===== config.mk =====
export PLATFORM = sky130hd
export DESIGN_NAME = adc_scan_ctrl
export DESIGN_NICKNAME = d
export VERILOG_FILES = /design/src/rtl/adc_scan_pkg.sv /design/src/rtl/adc_tick_gen.sv /design/src/rtl/adc_chan_pick.sv /design/src/rtl/adc_result_slot.sv /design/src/rtl/adc_scan_ctrl.sv
export SDC_FILE = /design/constraint.sdc
export NUM_CORES = 1
export LEC_CHECK = 0
export BUFFER_PORTS_ARGS = -buffer_cell sky130_fd_sc_hd__buf_4
export CAP_MARGIN = 20
export CORE_ASPECT_RATIO = 1.5
export CORE_UTILIZATION = 40
export DETAILED_ROUTE_END_ITERATION = 8
export PLACE_DENSITY = 0.7
export SETUP_SLACK_MARGIN = 0.3
export SLEW_MARGIN = 30
export SYNTH_ARGS = -nofsm -noshare
export SYNTH_HDL_FRONTEND = slang
export SYNTH_HIERARCHICAL = 1
export SYNTH_SLANG_ARGS = --single-unit
export TNS_END_PERCENT = 50

===== constraint.sdc =====
create_clock -name clk -period 3.1 [get_ports clk]
set_clock_uncertainty 0.2 [all_clocks]
set_input_delay 0.31 -clock clk [delete_from_list [all_inputs] [get_ports clk]]
set_output_delay 0.31 -clock clk [all_outputs]
set_load 0.005 [all_outputs]

===== src/rtl/adc_scan_pkg.sv =====
package adc_scan_pkg;

    localparam int NUM_CH    = 4;
    localparam int CH_W      = $clog2(NUM_CH);
    localparam int CODE_W    = 12;
    localparam int WORD_W    = 16;
    localparam int CTRL_W    = 8;
    localparam int ADDR_LSB  = 3;
    localparam int BIT_CNT_W = $clog2(WORD_W);

    typedef logic [CH_W-1:0]   chan_t;
    typedef logic [CODE_W-1:0] code_t;
    typedef logic [NUM_CH-1:0] mask_t;

    typedef struct packed {
        chan_t chan;
        code_t code;
    } result_t;

    typedef enum logic [1:0] {
        LNK_IDLE,
        LNK_LEAD,
        LNK_SHIFT,
        LNK_GAP
    } link_st_e;

    // Control byte: channel code at ADDR_LSB, all other bits zero.
    function automatic logic [CTRL_W-1:0] ctrl_byte(chan_t ch);
        logic [CTRL_W-1:0] b;
        b = '0;
        b[ADDR_LSB +: CH_W] = ch;
        return b;
    endfunction

    // Next enabled channel strictly above cur, wrapping; cur itself last.
    function automatic chan_t next_enabled(chan_t cur, mask_t mask);
        chan_t r;
        chan_t cand;
        r = cur;
        for (int i = NUM_CH; i >= 1; i--) begin
            cand = chan_t'((int'(cur) + i) % NUM_CH);
            if (mask[cand]) r = cand;
        end
        return r;
    endfunction

endpackage


===== src/rtl/adc_tick_gen.sv =====
module adc_tick_gen #(
    parameter int HALF_DIV = 20
) (
    input  logic clk,
    input  logic rst,
    output logic tick
);
    localparam int CNT_W = $clog2(HALF_DIV + 1);

    logic [CNT_W-1:0] cnt;

    assign tick = (cnt == CNT_W'(HALF_DIV - 1));

    always_ff @(posedge clk) begin
        if (rst || tick) cnt <= '0;
        else             cnt <= cnt + 1'b1;
    end
endmodule


===== src/rtl/adc_chan_pick.sv =====
module adc_chan_pick
    import adc_scan_pkg::*;
(
    input  chan_t             last_sent,
    input  mask_t             mask,
    output chan_t             next_ch,
    output logic [CTRL_W-1:0] next_ctrl
);
    always_comb begin
        next_ch   = next_enabled(last_sent, mask);
        next_ctrl = ctrl_byte(next_ch);
    end
endmodule


===== src/rtl/adc_result_slot.sv =====
module adc_result_slot
    import adc_scan_pkg::*;
(
    input  logic    clk,
    input  logic    rst,
    input  logic    load,
    input  result_t load_data,
    input  logic    ready,
    output logic    valid,
    output result_t data
);
    always_ff @(posedge clk) begin
        if (rst) begin
            valid <= 1'b0;
            data  <= '0;
        end else if (load) begin
            valid <= 1'b1;
            data  <= load_data;
        end else if (ready) begin
            valid <= 1'b0;
        end
    end
endmodule


===== src/rtl/adc_scan_ctrl.sv =====
module adc_scan_ctrl
    import adc_scan_pkg::*;
#(
    parameter int HALF_DIV = 20
) (
    input  logic              clk,
    input  logic              rst,
    input  logic [NUM_CH-1:0] en_mask,
    input  logic              continuous,
    input  logic              start,
    output logic              sclk,
    output logic              cs_n,
    output logic              mosi,
    input  logic              miso,
    output logic              res_valid,
    input  logic              res_ready,
    output logic [CH_W-1:0]   res_chan,
    output logic [CODE_W-1:0] res_code
);
    localparam logic [BIT_CNT_W-1:0] LAST_BIT = BIT_CNT_W'(WORD_W - 1);

    link_st_e              st;
    logic                  tick;
    logic                  sclk_r, cs_n_r, mosi_r;
    logic [CTRL_W-1:0]     ctrl_sr;
    logic [CODE_W-2:0]     rx_sr;
    logic [BIT_CNT_W-1:0]  bcnt;
    chan_t                 sent_ch, conv_ch, nxt_ch;
    logic [CTRL_W-1:0]     nxt_ctrl;
    logic                  start_pend;
    logic                  any_en, may_run, load;
    result_t               load_data, slot_data;

    adc_tick_gen #(.HALF_DIV(HALF_DIV)) u_tick (
        .clk  (clk),
        .rst  (rst),
        .tick (tick)
    );

    adc_chan_pick u_pick (
        .last_sent (sent_ch),
        .mask      (en_mask),
        .next_ch   (nxt_ch),
        .next_ctrl (nxt_ctrl)
    );

    assign any_en  = |en_mask;
    assign may_run = any_en && !res_valid;
    assign load    = tick && (st == LNK_SHIFT) && !sclk_r && (bcnt == LAST_BIT);

    always_comb begin
        load_data.chan = conv_ch;
        load_data.code = {rx_sr, miso};
    end

    adc_result_slot u_slot (
        .clk       (clk),
        .rst       (rst),
        .load      (load),
        .load_data (load_data),
        .ready     (res_ready),
        .valid     (res_valid),
        .data      (slot_data)
    );

    always_ff @(posedge clk) begin
        if (rst) begin
            st         <= LNK_IDLE;
            sclk_r     <= 1'b1;
            cs_n_r     <= 1'b1;
            mosi_r     <= 1'b0;
            ctrl_sr    <= '0;
            rx_sr      <= '0;
            bcnt       <= '0;
            sent_ch    <= '0;
            conv_ch    <= '0;
            start_pend <= 1'b0;
        end else begin
            if (st == LNK_IDLE && start) start_pend <= 1'b1;
            if (tick) begin
                case (st)
                    LNK_IDLE: begin
                        if (may_run && (continuous || start_pend)) begin
                            cs_n_r     <= 1'b0;
                            ctrl_sr    <= nxt_ctrl;
                            conv_ch    <= sent_ch;
                            sent_ch    <= nxt_ch;
                            start_pend <= 1'b0;
                            st         <= LNK_LEAD;
                        end
                    end
                    LNK_LEAD: begin
                        sclk_r  <= 1'b0;
                        mosi_r  <= ctrl_sr[CTRL_W-1];
                        ctrl_sr <= {ctrl_sr[CTRL_W-2:0], 1'b0};
                        st      <= LNK_SHIFT;
                    end
                    LNK_SHIFT: begin
                        if (sclk_r) begin
                            sclk_r  <= 1'b0;
                            mosi_r  <= ctrl_sr[CTRL_W-1];
                            ctrl_sr <= {ctrl_sr[CTRL_W-2:0], 1'b0};
                        end else begin
                            sclk_r <= 1'b1;
                            rx_sr  <= {rx_sr[CODE_W-3:0], miso};
                            bcnt   <= bcnt + 1'b1;
                            if (bcnt == LAST_BIT) st <= LNK_GAP;
                        end
                    end
                    LNK_GAP: begin
                        if (may_run && continuous) begin
                            sclk_r  <= 1'b0;
                            mosi_r  <= nxt_ctrl[CTRL_W-1];
                            ctrl_sr <= {nxt_ctrl[CTRL_W-2:0], 1'b0};
                            conv_ch <= sent_ch;
                            sent_ch <= nxt_ch;
                            st      <= LNK_SHIFT;
                        end else begin
                            cs_n_r <= 1'b1;
                            mosi_r <= 1'b0;
                            st     <= LNK_IDLE;
                        end
                    end
                    default: st <= LNK_IDLE;
                endcase
            end
        end
    end

    assign sclk     = sclk_r;
    assign cs_n     = cs_n_r;
    assign mosi     = mosi_r;
    assign res_chan = slot_data.chan;
    assign res_code = slot_data.code;
endmodule


Yosys cells after proc, flatten, opt, wreduce, memory -nomap -nowiden
Cells that the tools add are included.

Register bits: 53. Input bits: 10. Output and inout port bits: 18.

Reduce and logical (&&, ||, !) cells: 23. Eq/ne operators: 11. $add $sub $neg: 6. Bitwise logic cells: 1. Magnitude comparators: 4. Multiplexer cells: 41.

Operators with widths (count): $pmux W8 S4 (1); $mux W2 (12); $mux W8 (3); $reduce_and A4 Y1 (4); $mux W1 (15); $lt A2 B3 Y1 const B (4); $reduce_and A3 Y1 (3); $bmux W1 S2 (4); $ne A2 B2 Y1 const B (4); $pmux W2 S2 (2); $pmux W2 S4 (1); $logic_and A1 B1 Y1 (7); $pmux W1 S3 (2); $add A5 B1 Y5 const B (1); $eq A5 B5 Y1 const B (1); $add A2 B1 Y2 const B (2); $add A2 B2 Y2 const B (2); $add A4 B1 Y4 const B (1); $eq A2 B2 Y1 const B (2); $eq A4 B4 Y1 const B (1); $ne A2 B1 Y1 const B (2); $reduce_bool A2 Y1 (2); $reduce_or A4 Y1 (1); $reduce_bool A3 Y1 (1); other kinds (6) (8).

Depth between registers and ports, before layout
Word-level depth: 9. Gate-level depth with buffers: 10. Depth with buffers taken out: 7.

Modules after synthesis
Netlist, hierarchy kept.

By module, submodules not included: adc_scan_ctrl (area an instance 1585.3 um2, sequential area each 660.6 um2, cells an instance 185, instances 1); adc_result_slot (area an instance 544.3 um2, sequential area each 300.3 um2, cells an instance 49, instances 1); adc_tick_gen (area an instance 215.2 um2, sequential area each 100.1 um2, cells an instance 22, instances 1); adc_chan_pick (area an instance 138.9 um2, sequential area each 0.0 um2, cells an instance 22, instances 1).

Worst setup path after synthesis
OpenSTA, ideal clock, no wires.

Path kind: register to register. From: reg u_tick.cnt[0]. To: reg u_slot/data[1] in the netlist's numbering. Stages on the path, launching flop included: 11. Path slack: 0.768 ns. Arrival: 2.015 ns. Data required time: 2.783 ns. Library setup time: 0.117 ns. Clock period less this slack: 2.332 ns. Cells stage by stage: dfxtp_1 > ha_1 > and4bb_1 > and3b_1 > clkbuf_1 > nand2_1 > nor2_1 > buf_6 > buf_12 > mux2i_1 > nor2_1.

Longest elaborated chain between the ends: 4.

RTL lines: from (decl) (RTL line adc_tick_gen.sv:10) `logic [CNT_W-1:0] cnt;`; from (signal assigned) (RTL line adc_tick_gen.sv:16) `else cnt <= cnt + 1'b1;`; $eq A5 B5 Y1 (RTL line adc_tick_gen.sv:12) `assign tick = (cnt == CNT_W'(HALF_DIV - 1));`; named net tick (RTL line adc_scan_ctrl.sv:23) `logic tick;`; $logic_and A1 B1 Y1 (3 in series) (RTL line adc_scan_ctrl.sv:49) `assign load = tick && (st == LNK_SHIFT) && !sclk_r && (bcnt == LAST_BIT);`; named net load (RTL line adc_scan_ctrl.sv:31) `logic any_en, may_run, load;`; to (signal assigned) (RTL line adc_result_slot.sv:18) `data <= load_data;`; to (decl) (RTL line adc_result_slot.sv:10) `output result_t data`.

The timed path passes the listed nets, and every way through them passes these cells. A chain may end at the register's enable or synchronous reset.

Worst setup path after layout
From: reg u_tick.cnt[0]. To: reg u_slot/data[12] in the netlist's numbering.

The elaborated chain is that of the path after synthesis.

==> impl_summary.log <==
INFO  metric max_slew_headroom_at_the_worst_pin = 63.3%
INFO  metric horizontal_die_dimension = 66.3 microns
INFO  metric max_slew.worst_pin.slew = 0.549 ns
INFO  metric cp_data_arrival_time = 2.31 ns
INFO  metric timing_max_transition_violations_final = 0
INFO  metric post-route-drc-count = 0
INFO  metric die_area = 6530 sq um
INFO  metric synthesis.yosys.warnings = 6
INFO  metric floorplan.core_area = 5910 sq um
INFO  metric layout_cells_sized_above_1 = 15.0%
INFO  metric cts_htree_levels = 2
INFO  metric antenna-diode-count = 0
INFO  metric static-leakage-power = roughly 0.0011 uW
INFO  metric final_design_area_no_fill = 2800 sq um
INFO  metric seqCellArea = 1060 sq um
INFO  metric most_used_flip_flop_cell_after_synthesis = sky130_fd_sc_hd__dfxtp_1
INFO  metric yosys.cell_types.count = 46
INFO  metric power.total = 1210 uW
INFO  metric max_fclk = 430 MHz
INFO  metric setup_repair_after_global_routing_missed_its_margin = false
INFO  metric number_of_synthesized_flops_with_an_enable_pin = 0
INFO  metric drt-total-wl = around 4.8 mm
INFO  metric hp-class = in2reg
INFO  metric ctsLongestPathBuffers = 2
INFO  metric drv_cap = 0
INFO  metric final_core_utilization = 47.3%
INFO  metric cts_sink_count = 53
INFO  metric yosys.area.top_type_share = a little over two fifths
INFO  metric detailedPlacementHpwl = about 3.4 mm
INFO  metric numCtsBuffers = 5
INFO  metric buffer_ports.inserted = 27
INFO  metric synth.area.mux_share = 9.27%
INFO  metric post_synth_inst_count = about 280
INFO  metric postRouteAntennaNets = 0
INFO  metric worst_ir_drop_on_vdd = between 0.2 and 0.25 mV
INFO  metric multi_input_logic_area = 1270 sq um
INFO  metric effective_utilization_at_floorplan = 42.0%
INFO  metric height_of_the_die = 98.5 microns
INFO  metric power-per-cell-area = 434 nW/um^2
INFO  metric cts_root_buf = sky130_fd_sc_hd__clkbuf_8
INFO  metric largest_net_degree_at_the_start_of_global_routing = 42
INFO  metric ys_seq_elements = 53
INFO  metric gr_ovfl_total = 0
INFO  metric drt_first_iter_violations = between 100 and 150
INFO  metric synth-adder-area-share = 3.02%
INFO  metric postCtsSetupRepairBufs = 0
INFO  metric setup-tns-final = 0 ns
INFO  metric finalWeightedCongestion = 0.779
INFO  metric synthTopCellsByArea = sky130_fd_sc_hd__dfxtp_1, sky130_fd_sc_hd__mux2i_1, sky130_fd_sc_hd__nand2_1
INFO  metric final_min_period_over_clock_period = 75.0%
INFO  metric worstPathMaxFanout = 15
INFO  metric syn-mean-instance-area = 8.93 sq um
INFO  metric worstSetupEndpointType = flip-flop
INFO  metric netlist_area = roughly 2500 sq um
INFO  metric synth_compound_area_share = about 17%
INFO  metric detailed_place.area = 2690 sq um
INFO  metric postSynth.asyncResetShare = 0%
INFO  metric clk_transition_reported_paths = 0.09 ns
INFO  metric timing_hold_violations_final = 0
INFO  metric synth_simple_gate_area_share = 18.9%
INFO  metric worst_setup_path_start_kind = flip-flop
INFO  metric layout.cells.most_common_list = sky130_fd_sc_hd__dfxtp_1, sky130_fd_sc_hd__nand2_1, sky130_fd_sc_hd__buf_4, sky130_fd_sc_hd__nor2_1
INFO  metric place_inst = 365
INFO  metric grt_antenna_before_repair = 0
INFO  metric netlist.top_cell.by_area = sky130_fd_sc_hd__dfxtp_1
INFO  metric xor_xnor_cell_area_share_of_the_yosys_netlist = under 10%
INFO  metric cts_resized = 0
INFO  metric layout-area-overhead-vs-synth = 12.7%
INFO  metric grt_use_total = between 10% and 20%
INFO  metric combinational_family_with_the_most_area_after_synthesis = simple AND/OR/NAND/NOR gates
INFO  metric crit_required = 3.09 ns
INFO  metric number_of_global_route_vias_before_repair = 1880
INFO  metric floorplan.rows = 34
INFO  metric drt-wirelength-per-cell = 12.9 microns
INFO  metric period_minus_slack = 2.32 ns
INFO  metric setup-violations-final = 0
INFO  metric floorplan.io_pins = 28
INFO  metric grt.busiest_layer = met2
INFO  metric clk-insertion-delay-late = roughly 0.3 ns
INFO  metric grt_pass1_wl = 8.20 mm
INFO  metric mostFrequentLayoutCell = sky130_fd_sc_hd__dfxtp_1
INFO  metric num-fill-cells = a little under 600
INFO  metric viasPerCell = 5.31
INFO  metric cts_tree = done
INFO  metric vias = 1979
INFO  metric status = finished, final reports clean
INFO  metric synth-seq-area-share = a little over two fifths
INFO  metric globalRouteMet3Util = about 3.4%
INFO  metric use_met1 = 18.5%
INFO  metric fin_nets = 316
INFO  metric globalRouteMet2Util = 27.2%
INFO  metric detailedRoute.firstPassIterationCount = 4
INFO  metric cts_hold_repair.buffers = 0
INFO  metric path_class = reg2reg
INFO  metric stdcell_count = 373
## area by class of cell
type / count / share of cell area, %
flip-flops and latches: 53 / 37.9
clock buffers: 6 / 2.59
multi-input cells: 198 / 45.2
clock inverters: 2 / 1.39
inverters: 12 / 1.61
repair buffers: 30 / 8.05
well taps: 72 / 3.22
## sequential cells by signal, summed over array words and instances (netlist names), 2 cells and up
name	cells
u_tick/cnt	5
st	2
ctrl_sr	8
conv_ch	2
u_slot/data	14
rx_sr	11
sent_ch	2
bcnt	4
## Yosys cell counts (2+ instances only)
library cell	instances
sky130_fd_sc_hd__a211oi_1	2
sky130_fd_sc_hd__a21oi_1	23
sky130_fd_sc_hd__a221o_1	8
sky130_fd_sc_hd__a31oi_1	4
sky130_fd_sc_hd__buf_4	8
sky130_fd_sc_hd__clkbuf_1	9
sky130_fd_sc_hd__dfxtp_1	53
sky130_fd_sc_hd__ha_1	6
sky130_fd_sc_hd__inv_1	10
sky130_fd_sc_hd__mux2i_1	23
sky130_fd_sc_hd__nand2_1	36
sky130_fd_sc_hd__nand2b_1	8
sky130_fd_sc_hd__nand3_1	6
sky130_fd_sc_hd__nor2_1	28
sky130_fd_sc_hd__nor2b_1	4
sky130_fd_sc_hd__nor3_1	4
sky130_fd_sc_hd__o211ai_1	7
sky130_fd_sc_hd__o21ai_0	4
sky130_fd_sc_hd__o21ai_1	5
sky130_fd_sc_hd__xnor2_1	2
sky130_fd_sc_hd__xor2_1	3
## per-stage QoR
| step | hold WS, ns | setup slack, ns |
|---|---|---|
| floorplan | 0.179 | 0.768 |
| global placement | 0.227 | 0.870 |
| detailed placement | 0.240 | 0.777 |
| CTS | 0.0512 | 0.763 |
| global route | 0.0633 | 0.563 |
| finish | 0.0546 | 0.776 |
## cell families (layout without fill, tap and decap cells)
kind of cell             Yosys count  count (layout)
other                              1               6
AO/OA/AOI/OAI                     61              61
XOR/XNOR                           5               5
buffers and inverters             32              50
flip-flops                        53              53
AND/OR/NAND/NOR                   97              97
adder cells (fa/ha/maj)            6               6
multiplexers                      23              23
## report_power, final
| group | switching, uW | internal (uW) | total, uW |
|---|---|---|---|
| Sequential | 3.88 | 685 | 689 |
| Clock | 226 | 243 | 468 |
| Combinational | 35.5 | 21.2 | 56.7 |
## path summary, 6_finish.rpt
path	from	to	slack, ns	cells after the start
setup / recovery	u_tick/cnt[0]	u_slot/data[12]	0.78	8
hold / removal	miso	rx_sr[0]	0.05	3
setup reg to reg	u_tick/cnt[0]	u_slot/data[12]	0.78	8
hold reg to reg	u_tick/cnt[0]	u_tick/cnt[0]	0.25	1
## routing by layer
metal	vias to the layer above	share of wire, %
met5	-	0
met4	0	2.4
met3	11	3.6
met2	38	49
met1	929	45
li1	1001	-
## critical path, stage by stage (launching register included)
cell and delay, ns:
sky130_fd_sc_hd__dfxtp_1 0.36, sky130_fd_sc_hd__ha_1 0.22, sky130_fd_sc_hd__and4bb_1 0.44, sky130_fd_sc_hd__and3b_1 0.23, sky130_fd_sc_hd__nand2_1 0.08, sky130_fd_sc_hd__nor2_1 0.12
sky130_fd_sc_hd__buf_4 0.28, sky130_fd_sc_hd__mux2i_1 0.23, sky130_fd_sc_hd__nor2_1 0.05
Power figures use the tool's default switching activity.
